## config.mk

```make
export PLATFORM = sky130hd
export DESIGN_NAME = smm_entry_seq
export DESIGN_NICKNAME = d
export VERILOG_FILES = /design/src/rtl/smm_pkg.sv /design/src/rtl/smm_save_agu.sv /design/src/rtl/smm_snap_mux.sv /design/src/rtl/smm_reinit.sv /design/src/rtl/smm_entry_seq.sv
export SDC_FILE = /design/constraint.sdc
export NUM_CORES = 1
export LEC_CHECK = 0
export ABC_AREA = 0
export BUFFER_PORTS_ARGS = -buffer_cell sky130_fd_sc_hd__buf_4
export CAP_MARGIN = 20
export CORE_AREA = 2 2 305 307
export CTS_CLUSTER_DIAMETER = 60
export DETAILED_ROUTE_END_ITERATION = 10
export DIE_AREA = 0 0 307 309
export PLACE_DENSITY = 0.48
export SLEW_MARGIN = 25
export SYNTH_ARGS = -nofsm -noshare
export SYNTH_HDL_FRONTEND = slang
export SYNTH_SLANG_ARGS = --single-unit
```

## constraint.sdc

```tcl
create_clock -name clk -period 4.3 [get_ports clk]
set_input_delay 0.86 -clock clk [delete_from_list [all_inputs] [get_ports clk]]
set_output_delay 0.86 -clock clk [all_outputs]
set_load 0.01 [all_outputs]
```

## src/rtl/smm_pkg.sv

```systemverilog
package smm_pkg;
  typedef enum logic [1:0] {
    ST_IDLE,
    ST_SAVE,
    ST_LOAD,
    ST_DONE
  } smm_state_e;

  localparam logic [31:0] CTL0_CLR_MASK = 32'h8000_000D;
  localparam logic [15:0] ENTRY_CS_SEL  = 16'h3000;
  localparam logic [31:0] ENTRY_CS_BASE = 32'h0003_0000;
  localparam logic [15:0] ENTRY_DS_SEL  = 16'h0000;
  localparam logic [31:0] ENTRY_DS_BASE = 32'h0000_0000;
  localparam logic [31:0] ENTRY_LIMIT   = 32'hFFFF_FFFF;
  localparam logic [31:0] ENTRY_FLAGS   = 32'h0000_0002;
  localparam logic [31:0] ENTRY_IP      = 32'h0000_8000;
  localparam logic [31:0] ENTRY_CTL4    = 32'h0000_0000;
endpackage

```

## src/rtl/smm_save_agu.sv

```systemverilog
module smm_save_agu #(
  parameter int          NUM_WORDS = 128,
  parameter int          IDX_W     = 7,
  parameter logic [31:0] TOP_OFF   = 32'h0001_0000
) (
  input  logic             clk,
  input  logic             rst,
  input  logic             start,
  input  logic [31:0]      base_in,
  input  logic             advance,
  output logic [IDX_W-1:0] idx,
  output logic [31:0]      addr,
  output logic             last
);
  localparam int PAD_W = 30 - IDX_W;

  logic [31:0] base_q;

  always_ff @(posedge clk) begin
    if (rst) begin
      base_q <= '0;
      idx    <= '0;
    end else if (start) begin
      base_q <= base_in;
      idx    <= '0;
    end else if (advance && !last) begin
      idx <= idx + IDX_W'(1);
    end
  end

  assign addr = base_q + TOP_OFF - 32'd4 - {{PAD_W{1'b0}}, idx, 2'b00};
  assign last = (idx == IDX_W'(NUM_WORDS - 1));


  addr_step_chk: assert property (@(posedge clk) disable iff (rst)
    (advance && !last && !start) |=> (addr == $past(addr) - 32'd4));
endmodule

```

## src/rtl/smm_snap_mux.sv

```systemverilog
module smm_snap_mux #(
  parameter int NUM_GPR   = 8,
  parameter int NUM_WORDS = 128,
  parameter int IDX_W     = 7
) (
  input  logic                  clk,
  input  logic                  rst,
  input  logic                  capture,
  input  logic [NUM_GPR*32-1:0] gpr_in,
  input  logic [31:0]           flags_in,
  input  logic [31:0]           ip_in,
  input  logic [31:0]           ctl0_in,
  input  logic [31:0]           dbg6_in,
  input  logic [31:0]           dbg7_in,
  input  logic [IDX_W-1:0]      idx,
  output logic [31:0]           word,
  output logic [31:0]           ctl0_q
);
  localparam int SLOT_GPR0 = 3;
  localparam int SLOT_DBG6 = SLOT_GPR0 + NUM_GPR;
  localparam int SLOT_DBG7 = SLOT_DBG6 + 1;

  logic [NUM_GPR*32-1:0] gpr_q;
  logic [31:0]           flags_q, ip_q, dbg6_q, dbg7_q;
  logic [31:0]           slot_w [NUM_WORDS];

  always_ff @(posedge clk) begin
    if (rst) begin
      gpr_q   <= '0;
      flags_q <= '0;
      ip_q    <= '0;
      ctl0_q  <= '0;
      dbg6_q  <= '0;
      dbg7_q  <= '0;
    end else if (capture) begin
      gpr_q   <= gpr_in;
      flags_q <= flags_in;
      ip_q    <= ip_in;
      ctl0_q  <= ctl0_in;
      dbg6_q  <= dbg6_in;
      dbg7_q  <= dbg7_in;
    end
  end

  for (genvar i = 0; i < NUM_WORDS; i++) begin : g_slot
    if (i == 0) begin : g_ctl0
      assign slot_w[i] = ctl0_q;
    end else if (i == 1) begin : g_flags
      assign slot_w[i] = flags_q;
    end else if (i == 2) begin : g_ip
      assign slot_w[i] = ip_q;
    end else if (i >= SLOT_GPR0 && i < SLOT_DBG6) begin : g_gpr
      assign slot_w[i] = gpr_q[(i-SLOT_GPR0)*32 +: 32];
    end else if (i == SLOT_DBG6) begin : g_dbg6
      assign slot_w[i] = dbg6_q;
    end else if (i == SLOT_DBG7) begin : g_dbg7
      assign slot_w[i] = dbg7_q;
    end else begin : g_zero
      assign slot_w[i] = 32'h0;
    end
  end

  assign word = slot_w[idx];
endmodule

```

## src/rtl/smm_reinit.sv

```systemverilog
module smm_reinit
  import smm_pkg::*;
(
  input  logic        clk,
  input  logic        rst,
  input  logic        arm,
  input  logic [31:0] ctl0_snap,
  output logic        ld_en,
  output logic        done,
  output logic [15:0] ld_cs_sel,
  output logic [31:0] ld_cs_base,
  output logic [15:0] ld_dseg_sel,
  output logic [31:0] ld_dseg_base,
  output logic [31:0] ld_seg_limit,
  output logic        ld_seg_d32,
  output logic        ld_seg_expdown,
  output logic [31:0] ld_flags,
  output logic [31:0] ld_ip,
  output logic [31:0] ld_ctl0,
  output logic [31:0] ld_ctl4
);
  always_ff @(posedge clk) begin
    if (rst) begin
      ld_en          <= 1'b0;
      done           <= 1'b0;
      ld_cs_sel      <= '0;
      ld_cs_base     <= '0;
      ld_dseg_sel    <= '0;
      ld_dseg_base   <= '0;
      ld_seg_limit   <= '0;
      ld_seg_d32     <= 1'b0;
      ld_seg_expdown <= 1'b0;
      ld_flags       <= '0;
      ld_ip          <= '0;
      ld_ctl0        <= '0;
      ld_ctl4        <= '0;
    end else begin
      ld_en <= arm;
      done  <= ld_en;
      if (arm) begin
        ld_cs_sel      <= ENTRY_CS_SEL;
        ld_cs_base     <= ENTRY_CS_BASE;
        ld_dseg_sel    <= ENTRY_DS_SEL;
        ld_dseg_base   <= ENTRY_DS_BASE;
        ld_seg_limit   <= ENTRY_LIMIT;
        ld_seg_d32     <= 1'b0;
        ld_seg_expdown <= 1'b0;
        ld_flags       <= ENTRY_FLAGS;
        ld_ip          <= ENTRY_IP;
        ld_ctl0        <= ctl0_snap & ~CTL0_CLR_MASK;
        ld_ctl4        <= ENTRY_CTL4;
      end
    end
  end


  ctl0_clear_chk: assert property (@(posedge clk) disable iff (rst)
    ld_en |-> ((ld_ctl0 & CTL0_CLR_MASK) == 32'h0));
endmodule

```

## src/rtl/smm_entry_seq.sv

```systemverilog
module smm_entry_seq
  import smm_pkg::*;
#(
  parameter int          NUM_GPR      = 8,
  parameter int          REGION_BYTES = 512,
  parameter logic [31:0] TOP_OFF      = 32'h0001_0000
) (
  input  logic                  clk,
  input  logic                  rst,
  input  logic                  smi_req,
  input  logic [31:0]           smm_base,
  input  logic [NUM_GPR*32-1:0] snap_gpr,
  input  logic [31:0]           snap_flags,
  input  logic [31:0]           snap_ip,
  input  logic [31:0]           snap_ctl0,
  input  logic [31:0]           snap_dbg6,
  input  logic [31:0]           snap_dbg7,
  output logic                  smiact,
  output logic                  mem_wr_en,
  output logic [31:0]           mem_addr,
  output logic [31:0]           mem_wdata,
  output logic [3:0]            mem_be,
  input  logic                  mem_ready,
  output logic                  ld_en,
  output logic [15:0]           ld_cs_sel,
  output logic [31:0]           ld_cs_base,
  output logic [15:0]           ld_dseg_sel,
  output logic [31:0]           ld_dseg_base,
  output logic [31:0]           ld_seg_limit,
  output logic                  ld_seg_d32,
  output logic                  ld_seg_expdown,
  output logic [31:0]           ld_flags,
  output logic [31:0]           ld_ip,
  output logic [31:0]           ld_ctl0,
  output logic [31:0]           ld_ctl4,
  output logic                  done
);
  localparam int NUM_WORDS = REGION_BYTES / 4;
  localparam int IDX_W     = $clog2(NUM_WORDS);

  smm_state_e       state;
  logic             start, accept, final_acc, last;
  logic [IDX_W-1:0] idx;
  logic [31:0]      ctl0_q;

  assign start     = (state == ST_IDLE) && smi_req;
  assign accept    = (state == ST_SAVE) && mem_ready;
  assign final_acc = accept && last;

  always_ff @(posedge clk) begin
    if (rst) begin
      state <= ST_IDLE;
    end else begin
      unique case (state)
        ST_IDLE: if (smi_req) state <= ST_SAVE;
        ST_SAVE: if (final_acc) state <= ST_LOAD;
        ST_LOAD: state <= ST_DONE;
        ST_DONE: state <= ST_IDLE;
        default: state <= ST_IDLE;
      endcase
    end
  end

  assign smiact    = (state != ST_IDLE);
  assign mem_wr_en = (state == ST_SAVE);
  assign mem_be    = 4'hF;

  smm_save_agu #(
    .NUM_WORDS(NUM_WORDS),
    .IDX_W    (IDX_W),
    .TOP_OFF  (TOP_OFF)
  ) u_agu (
    .clk    (clk),
    .rst    (rst),
    .start  (start),
    .base_in(smm_base),
    .advance(accept),
    .idx    (idx),
    .addr   (mem_addr),
    .last   (last)
  );

  smm_snap_mux #(
    .NUM_GPR  (NUM_GPR),
    .NUM_WORDS(NUM_WORDS),
    .IDX_W    (IDX_W)
  ) u_mux (
    .clk     (clk),
    .rst     (rst),
    .capture (start),
    .gpr_in  (snap_gpr),
    .flags_in(snap_flags),
    .ip_in   (snap_ip),
    .ctl0_in (snap_ctl0),
    .dbg6_in (snap_dbg6),
    .dbg7_in (snap_dbg7),
    .idx     (idx),
    .word    (mem_wdata),
    .ctl0_q  (ctl0_q)
  );

  smm_reinit u_reinit (
    .clk           (clk),
    .rst           (rst),
    .arm           (final_acc),
    .ctl0_snap     (ctl0_q),
    .ld_en         (ld_en),
    .done          (done),
    .ld_cs_sel     (ld_cs_sel),
    .ld_cs_base    (ld_cs_base),
    .ld_dseg_sel   (ld_dseg_sel),
    .ld_dseg_base  (ld_dseg_base),
    .ld_seg_limit  (ld_seg_limit),
    .ld_seg_d32    (ld_seg_d32),
    .ld_seg_expdown(ld_seg_expdown),
    .ld_flags      (ld_flags),
    .ld_ip         (ld_ip),
    .ld_ctl0       (ld_ctl0),
    .ld_ctl4       (ld_ctl4)
  );


  ld_single_chk: assert property (@(posedge clk) disable iff (rst)
    ld_en |=> (!ld_en && done));

  ld_after_save_chk: assert property (@(posedge clk) disable iff (rst)
    ld_en |-> (state == ST_LOAD));

  act_hold_chk: assert property (@(posedge clk) disable iff (rst)
    (smiact && !done) |=> smiact);

  act_drop_chk: assert property (@(posedge clk) disable iff (rst)
    done |=> !smiact);

  be_full_chk: assert property (@(posedge clk) disable iff (rst)
    mem_wr_en |-> (mem_be == 4'hF));

  stall_hold_chk: assert property (@(posedge clk) disable iff (rst)
    (mem_wr_en && !mem_ready) |=> (mem_wr_en && $stable(mem_addr) && $stable(mem_wdata)));

  busy_ignore_chk: assert property (@(posedge clk) disable iff (rst)
    (mem_wr_en && !mem_ready && smi_req) |=> $stable(mem_addr));
endmodule

```

==> impl_metrics.toml, run 1 <==
[synthesis]
ys_warn_count = 0
yosysTopAreaCellShare_pct = 42.17
yosys-top-cells-area = "dfxtp_1, nand2_1, a21oi_1"
ys_top_cells_by_count = "nand2_1, a21oi_1, dfxtp_1, buf_4, clkbuf_1"
ys.flop_type = "dfxtp_1"
synth_edf_count = 0
syn_avg_cell_area_sq_um = 8.225
synth_top_area_cell = "dfxtp_1"
yosysSeqAreaShare_pct = 42.17
yosysMostFrequentCell = "nand2_1"
synthCells = 2817
yosysUniqueCellTypes = 56
synthArstFlopShare_pct = 0
netlist_area_sq_mm = 0.02317
synth_seq_cells = 488

[worst_setup_path]
critical_path_class = "reg -> out"
startpoint_type = "register"
worstRegToRegCells = 8
r2r_start = "u_agu.idx[0]"
worst_path_max_delay_cell = "mux2i_1"
r2r_end = "u_reinit.ld_ctl0[1]"
cp.required_ns = 3.44
critPathTopFamily = "multiplexers"
end_kind = "output port"
critical_path_arrival_ns = 3.31
path_common_cell = "buf_4"
rrSetupSlack_ns = 1.65
crit_fanout = 26
crit_buf_inv = 3
slowest_delay_ns = 0.62
worstPathCellList = "buf_12 > buf_4 > mux4_2 > mux2i_1 > a211oi_1 > buf_4"
crit_start = "u_agu.idx[0]"

[layout]
syn2layout_area_growth_pct = 30.53
layout-drive-gt1-share_pct = 26.28
fin_nets = 3781

[timing]
setup_tns_ns = 0
finalHoldViolCount = 0
slew_viol_final = 0
relSlewSlack_pct = 38.83
fmaxAchievable_mhz = 240.0
rsz0062_at_grt = "false"
worst_pin_slew_ns = 0.9175
period_share_pct = 96.89
period_minus_slack_ns = 4.166
finClkSkew_ns = 0.02070
final.setup.worst_slack_ns = 0.1337
finalSetupViolations = 0

[flow_run]
cap_violations = 0

[drt]
drt-total-wl_microns = 93990
firstDrtPassIters = 5
vias_per_cell = 4.580
drcViolationCount = 0
ant_nets = 0
via_count = 20750
wire_per_inst_microns = 20.74
drt-initial-drc-count = 1446

[placed_design]
place_ws_ns = 0.6419
io_buffers = 585
place_congestion = 0.9015
hpwl_microns = 70100

[cts]
cts_buffer_depth = 3
cts_hold_buf = 0
cts_tree = "yes"
numCtsBuffers = 66
clkSinkCount = 488
clk_pin_slew_ns = 0.06
clock_latency_ns = 0.62
clock-root-buffer = "clkbuf_16"
cts.htree.levels = 3

[run_status]
outcome = "finished clean"

[hold_path]
hold_class = "reg -> reg"
hold_start = "u_mux.gpr_q[233]"
min_path_cells = 2
min_to = "u_mux.gpr_q[233]"

[floorplanning]
core_area_sq_mm = 0.09139
start_util_pct = 25.35
rows = 111
io_pins = 782
die_w_microns = 307
die_y_microns = 309
die-area_sq_mm = 0.09486

[global_route]
grt_overflow = 0
grt_use_total_pct = 18.97
antenna_found_initial = 15
grt_max_degree = 114
grt_first_pass_wirelength_microns = 133000
first_global_vias = 19710

[power]
vdd_drop_max_v = 0.0002643
leakage_uw = 0.01264
p_per_area_mw_per_mm2 = 592.6
## layout make-up
cell class	instances	area, sq um
clock inverters	29	379.1
flip-flops and latches	488	9777
clock buffers	88	1836
repair buffers	651	5095
inverters	43	162.7
well taps	1186	1484
multi-input cells	2042	11500
fillers	9759	61140
diodes	4	10.01
## cell families (layout without fill, tap and decap cells)
logic type / Yosys count / after routing / share of synthesized area, %
XOR/XNOR: 33 / 33 / 1.248
AND/OR/NAND/NOR: 1040 / 1040 / 17.43
other: 2 / 200 / 0.03241
buffers and inverters: 481 / 811 / 11.68
AO/OA/AOI/OAI: 606 / 606 / 14.65
adder cells (fa/ha/maj): 37 / 37 / 1.998
flip-flops: 488 / 488 / 42.17
multiplexers: 130 / 130 / 10.80
## cells in the final DEF (no fill, tap or decap), types with 3 or more instances in the layout
| cell | netlist | layout |
|---|---|---|
| and3_1 | 4 | 4 |
| diode_2 | 0 | 4 |
| xor2_1 | 14 | 14 |
| buf_4 | 236 | 634 |
| dfxtp_1 | 488 | 486 |
| bufinv_16 | 0 | 4 |
| inv_1 | 42 | 41 |
| o21ai_1 | 3 | 3 |
| mux2i_1 | 34 | 33 |
| inv_8 | 0 | 3 |
| nor3_1 | 5 | 4 |
| o21ai_0 | 8 | 8 |
| nand3_1 | 7 | 6 |
| a21o_1 | 8 | 8 |
| mux4_2 | 96 | 96 |
| clkbuf_8 | 0 | 8 |
| a221oi_1 | 32 | 32 |
| ha_1 | 37 | 36 |
| nor2_1 | 26 | 25 |
| nand2_1 | 971 | 970 |
| clkinv_2 | 0 | 9 |
| a21oi_1 | 493 | 492 |
| conb_1 | 2 | 196 |
| o21a_1 | 3 | 3 |
| inv_6 | 0 | 7 |
| nor2b_1 | 3 | 3 |
| clkbuf_16 | 0 | 67 |
| xnor2_1 | 19 | 18 |
| nand2b_1 | 7 | 7 |
| nand4_1 | 3 | 3 |
| o211ai_1 | 4 | 4 |
| a211oi_1 | 35 | 35 |
| buf_12 | 0 | 16 |
| clkbuf_1 | 174 | 13 |
## worst min-delay path: stages (launching register included)
cell and delay [ns]:
dfxtp_1 0.30, nand2_1 0.05, a21oi_1 0.05
## registers in the layout, indices dropped and copies added (netlist names), 28 cells and up
name and flops:
u_mux.ip_q 32, u_mux.gpr_q 256, u_agu.base_q 32, u_mux.flags_q 32, u_mux.dbg6_q 32, u_reinit.ld_ctl0 28
u_mux.dbg7_q 32, u_mux.ctl0_q 32
## how the worst max path moves through the flow
stage | cells after the start | slack, ns | to
2_1_floorplan | 11 | 1.07 | mem_addr[29]
3_3_place_gp | 6 | 0.65 | mem_wdata[9]
3_5_place_dp | 6 | 0.64 | mem_wdata[9]
4_1_cts | 6 | 0.0004 | mem_wdata[11]
5_1_grt | 12 | 0.002 | mem_addr[29]
6_report | 6 | 0.13 | mem_wdata[13]
## repair_timing
item,4_1_cts,5_1_grt
resized for setup,2,6
pin swaps,0,4
cloned,0,0
setup buffers,0,5
setup endpoints to repair,2,5
## routing by layer
layer  wire [microns]  GRT usage, %  vias to the layer above  share of wire (%)
met5               54             0                        -              0.057
met3             5753         3.967                      104                6.1
met1            42110         25.67                     9976                 45
met2            43910         30.51                      697                 47
met4             2160         5.320                        8                2.3
li1                 -             -                     9965                  -
## metrics by stage
step / area [sq um] / hold slack [ns] / total power, uW / cells / util, %
floorplan: 23900 / 0.4331 / 9789 / 3011 / -
global placement: 27920 / 0.4392 / 12370 / 4405 / 30.56
detailed placement: 27920 / 0.4437 / 12390 / 4405 / 30.56
CTS: 30150 / 0.4417 / 18080 / 4522 / 33.00
global route: 30240 / 0.4560 / 18960 / 4529 / 33.09
finish: 30240 / 0.4489 / 17920 / 4531 / 33.09
## power breakdown
group	switching [uW]	internal [uW]	leakage, uW
registers	577	5390	0.00400
clock network	2290	3310	0.00108
logic	3750	2600	0.00756
Note: power is estimated with default switching activity, not from simulation.
==> inputs of run 2 (changes only) <==
Settings changed: ABC_AREA 0 to 1, CORE_AREA 2 2 305 307 to 2 2 303 305, DIE_AREA 0 0 307 309 to 0 0 305 307, PLACE_DENSITY 0.48 to default, PLACE_DENSITY_LB_ADDON from default to 0.15, SETUP_SLACK_MARGIN from default to 0.2.
==> run 2 against run 1 <==
Compared with the run above: clock-buffer cell count increased by 4; sequential power increased by 8.7%; via count increased by 19%; first-iteration DRC count increased by 22%; synthesized cell count increased by 32%; critical endpoint is now mem_wdata[25]; largest cell class unchanged; highest routed layer unchanged.
==> impl_metrics.toml, run 2 <==
[worst_setup_path]
critPathTopFamily = "simple AND/OR/NAND/NOR gates"
end_kind = "output port"
startpoint_type = "register"
worstRegToRegCells = 10
crit_end = "mem_wdata[25]"
crit_start = "u_agu.idx[0]"
rrSetupSlack_ns = 1.64
crit_fanout = 65
slowest_delay_ns = 0.43
critical_path_class = "reg -> out"
r2r_start = "u_agu.idx[1]"
worstPathCellList = "inv_6 > o21ai_0 > o21ai_1 > nand2_1 > nand3_1 > nand2_1 > nor2_1 > buf_4"
cp.required_ns = 3.44
cp.depth = 8
critical_path_arrival_ns = 3.11
crit_buf_inv = 2
r2r_end = "state[1]"
worst_path_max_delay_cell = "nor2_1"
path_common_cell = "nand2_1"

[flow_run]
cap_violations = 0

[drt]
wire_per_inst_microns = 20.47
drt-initial-drc-count = 1761
drcViolationCount = 0
via_count = 24710
ant_nets = 0
firstDrtPassIters = 6
drt-total-wl_microns = 110200
vias_per_cell = 4.589

[synthesis]
yosysSeqAreaShare_pct = 39.67
synth_edf_count = 0
yosysTopAreaCellShare_pct = 39.67
yosysUniqueCellTypes = 36
yosysMostFrequentCell = "nor2_1"
synth_top_area_cell = "dfxtp_1"
yosys-top-cells-area = "dfxtp_1, nor2_1, o21ai_0"
synthArstFlopShare_pct = 0
syn_avg_cell_area_sq_um = 6.624
ys.flop_type = "dfxtp_1"
synthCells = 3718
ys_warn_count = 0
ys_top_cells_by_count = "nor2_1, o21ai_0, dfxtp_1, nand2_1, buf_4"
synth_seq_cells = 488
netlist_area_sq_mm = 0.02463

[placed_design]
hpwl_microns = 81610
dp_cells = 5245
io_buffers = 585
place_congestion = 0.8705
place_area_sq_mm = 0.02896

[timing]
finalHoldViolCount = 0
finalSetupViolations = 0
worst_pin_slew_ns = 0.7667
finalHoldWorstSlack_ns = 0.4228
period_share_pct = 92.21
setup_tns_ns = 0
relSlewSlack_pct = 48.88
period_minus_slack_ns = 3.965
rsz0062_at_grt = "false"
finClkSkew_ns = 0.01992
slew_viol_final = 0
fmaxAchievable_mhz = 252.2

[floorplanning]
core_area_sq_mm = 0.09069
rows = 111
start_util_pct = 27.16
die_y_microns = 307
io_pins = 782
die_w_microns = 305
die-area_sq_mm = 0.09364

[layout]
largest_reg_flops = 256
top_register = "u_mux.gpr_q"
layout-drive-gt1-share_pct = 18.11
syn2layout_area_growth_pct = 27.51
fin_area_sq_mm = 0.03141
fin_nets = 4622
mostFrequentLayoutCell = "nor2_1"
layout_common_cells = "nor2_1, o21ai_0, buf_4"
finalNonFillerCells = 5384

[cts]
clk_pin_slew_ns = 0.06
clock_latency_ns = 0.62
clock-root-buffer = "clkbuf_16"
cts_tree = "yes"
numCtsBuffers = 70
cts_buffer_depth = 3
clkSinkCount = 488
cts.htree.levels = 3

[global_route]
use_met1_pct = 29.64
first_global_vias = 23850
grt_overflow = 0
grt_max_degree = 132
grt_use_total_pct = 22.69
antenna_found_initial = 21
use_met3_pct = 4.817
met2_usage_pct = 37.55
grt_first_pass_wirelength_microns = 158700
grt-busiest-layer = "met2"

[hold_path]
min_path_cells = 2
hold_start = "u_reinit.ld_en"
hold_class = "reg -> reg"

[power]
leakage_uw = 0.01452
p_per_area_mw_per_mm2 = 652.5
vdd_drop_max_v = 0.0002856
power_uw = 20490

[run_status]
outcome = "finished clean"
-- run 2: cell types whose count changed after synthesis, moves of 34 or more --
cell and delta:
a211oi_1 -35, a21oi_1 -411, inv_1 +113, mux2i_1 -34
mux4_2 -96, nand2_1 -559, nand3_1 +75, nor2_1 +1163
o21ai_0 +652, o22ai_1 +54
-- run 2: logic make-up (layout without fill, tap and decap cells) --
| group | after synthesis | in the layout | synth area share [%] |
|---|---|---|---|
| flops | 488 | 488 | 39.67 |
| buf+inv | 639 | 912 | 13.97 |
| simple gates | 1699 | 1699 | 26.52 |
| other cells | 2 | 209 | 0.03049 |
| fa+ha+maj | 37 | 37 | 1.880 |
| compound gates | 835 | 835 | 17.29 |
| xor+xnor | 18 | 18 | 0.6401 |
-- run 2: per-layer routing --
layer / vias to the layer above / routed length, microns
li1: 12330 / -
met3: 122 / 6664
met1: 11500 / 49160
met2: 742 / 52050
met5: - / 54
met4: 8 / 2301
-- run 2: final cells by class --
| type | count | area (sq um) |
|---|---|---|
| Fill cell | 10150 | 59290 |
| Tap cell | 1186 | 1484 |
| Inverter | 159 | 619.3 |
| Clock buffer | 92 | 1934 |
| Multi-Input combinational cell | 2785 | 12170 |
| Antenna cell | 13 | 32.53 |
| Clock inverter | 32 | 426.7 |
| Timing Repair Buffer | 629 | 4959 |
| Sequential cell | 488 | 9782 |
-- run 2: power by group --
group          switching (uW)  leakage, uW  internal, uW
Sequential                762      0.00403          5720
Combinational            5260      0.00935          2850
Clock                    2410      0.00113          3480
-- run 2: stage by stage --
step	setup WS [ns]	utilization, %
after global routing	0.2313	34.62
after global placement	0.7370	31.93
after CTS	0.2381	34.58
final	0.3348	34.63
after detailed placement	0.7514	31.93
after floorplan	1.631	-
-- run 2: tightest hold or removal path, stage by stage (launching register included) --
cell and delay [ns]:
dfxtp_1 0.31, inv_1 0.04, nor2_1 0.03
-- run 2: worst min-delay path by stage --
stage	end	slack, ns
after CTS	u_reinit.done	0.42
after floorplan	u_mux.gpr_q[52]	0.42
after global routing	u_reinit.done	0.45
after global placement	u_reinit.done	0.41
after detailed placement	u_reinit.done	0.41
final	u_reinit.done	0.42
-- run 2: what timing repair did --
| action | in CTS | in global routing |
|---|---|---|
| buffers inserted | 0 | 1 |
| gates cloned | 1 | 0 |
| pin swaps | 0 | 0 |
| hold buffers | 0 | 0 |
| setup endpoints to repair | 2 | 8 |
| gates resized for setup | 1 | 2 |
==> inputs of run 3 (changes only) <==
==> constraint.sdc (replaced) <==
create_clock -name clk -period 4.3 [get_ports clk]
set_input_delay 0.86 -clock clk [delete_from_list [all_inputs] [get_ports clk]]
set_output_delay 0.86 -clock clk [all_outputs]
set_load 0.05 [all_outputs]
==> run 3 against run 2 <==
Compared with the run above: via count is 0.50% lower; cell area is 0.33% lower; global-route usage is 0.18 points lower; first-iteration DRC count is 18% lower; critical endpoint is now mem_wdata[14]; setup slack better by 0.054 ns; worst hold slack better by 0.0076 ns; highest routed layer unchanged.
==> impl_metrics.toml, run 3 (same netlist as run 2, synthesis figures left out) <==
[placed_design]
hpwl_microns = 81220
dp_cells = 5248
io_buffers = 585
place_congestion = 0.8798

[drt]
drt-total-wl_microns = 108900
wire_per_inst_microns = 20.20
via_count = 24580
ant_nets = 0
drcViolationCount = 0
vias_per_cell = 4.562
firstDrtPassIters = 6
drt-initial-drc-count = 1446

[power]
leakage_uw = 0.01447
vdd_drop_max_v = 0.0004242
p_per_area_mw_per_mm2 = 705.0

[global_route]
grt_max_degree = 208
grt_first_pass_wirelength_microns = 157000
grt_overflow = 0
antenna_found_initial = 25
first_global_vias = 23600
grt_use_total_pct = 22.51

[timing]
finalSetupViolations = 0
finalHoldViolCount = 0
rsz0062_at_grt = "false"
finClkSkew_ns = 0.01447
worst_pin_slew_ns = 0.9794
period_share_pct = 90.97
period_minus_slack_ns = 3.912
setup_tns_ns = 0
slew_viol_final = 0
fmaxAchievable_mhz = 255.7
relSlewSlack_pct = 34.71

[layout]
fin_nets = 4621
finalNonFillerCells = 5389
largest_reg_flops = 256
syn2layout_area_growth_pct = 27.09
layout_common_cells = "nor2_1, o21ai_0, buf_4"
layout-drive-gt1-share_pct = 18.04
top_register = "u_mux.gpr_q"
mostFrequentLayoutCell = "nor2_1"

[flow_run]
cap_violations = 0

[hold_path]
min_path_cells = 2
hold_class = "reg -> reg"

[worst_setup_path]
end_kind = "output port"
critical_path_arrival_ns = 3.05
cp.required_ns = 3.44
startpoint_type = "register"
worstRegToRegCells = 9
critical_path_class = "reg -> out"
r2r_start = "u_agu.idx[3]"
crit_start = "u_agu.idx[1]"
crit_fanout = 28
crit_end = "mem_wdata[14]"
rrSetupSlack_ns = 1.83
r2r_end = "u_reinit.ld_ctl0[30]"

[floorplanning]
io_pins = 782
start_util_pct = 27.16
die_y_microns = 307
die-area_sq_mm = 0.09364
core_area_sq_mm = 0.09069
rows = 111
die_w_microns = 305

[cts]
numCtsBuffers = 68
cts_tree = "yes"
cts_hold_buf = 0
clk_pin_slew_ns = 0.06
cts.htree.levels = 3
clkSinkCount = 488
clock-root-buffer = "clkbuf_16"
post_cts_buffers = 0
cts_buffer_depth = 3
clock_latency_ns = 0.60

[run_status]
outcome = "finished clean"
run 3: worst min path at each step:
stage                      endpoint  slack (ns)             from
floorplan           u_mux.gpr_q[52]        0.42  u_mux.gpr_q[52]
global placement      u_reinit.done        0.42   u_reinit.ld_en
detailed placement    u_reinit.done        0.42   u_reinit.ld_en
CTS                   u_reinit.done        0.43   u_reinit.ld_en
global route          u_reinit.done        0.45   u_reinit.ld_en
finish                u_reinit.done        0.43   u_reinit.ld_en
run 3: area by class of cell:
type | count | area [sq um]
Antenna cell | 17 | 42.54
Clock buffer | 93 | 1897
Clock inverter | 31 | 362.8
Fill cell | 10040 | 59390
Inverter | 159 | 619.3
Multi-Input combinational cell | 2785 | 12170
Sequential cell | 488 | 9782
Tap cell | 1186 | 1484
Timing Repair Buffer | 630 | 4945
run 3: metrics by stage:
| stage | worst slack (ns) | utilization [%] | cell area (sq um) | hold slack (ns) | power, uW |
|---|---|---|---|---|---|
| floorplan | 1.097 | - | 25360 | 0.4245 | 13230 |
| global placement | 0.8119 | 31.96 | 28980 | 0.4151 | 16490 |
| detailed placement | 0.8299 | 31.96 | 28980 | 0.4228 | 16500 |
| CTS | 0.2554 | 34.45 | 31240 | 0.4317 | 22300 |
| global route | 0.2116 | 34.51 | 31300 | 0.4456 | 23650 |
| finish | 0.3884 | 34.51 | 31300 | 0.4305 | 22070 |
run 3: metal layers:
layer	vias up	wire, microns	track usage [%]
met5	-	64	0
met1	11300	48170	29.08
met2	786	49890	36.32
li1	12340	-	-
met3	151	7000	5.072
met4	10	3757	8.922
run 3: repair_timing:
item | in CTS | in global routing
endpoints found under the hold margin | 0 | 0
pin swaps | 0 | 0
gates cloned | 0 | 0
gates resized for setup | 1 | 4
endpoints found under the setup margin | 1 | 15
run 3: power breakdown:
group	total, uW	leakage, uW	internal [uW]	switching (uW)
logic	9940	0.00935	2900	7040
registers	6440	0.00403	5720	716
clock network	5690	0.00109	3390	2300
run 3: worst max-delay path: stages (launching register included):
cell,delay [ns]
dfxtp_4,0.43
clkinv_2,0.50
buf_12,0.36
nor2_1,0.09
o21ai_0,0.07
o21ai_1,0.11
nand2_1,0.15
nand3_1,0.15
nand2_1,0.16
nor2_1,0.14
buf_4,0.27
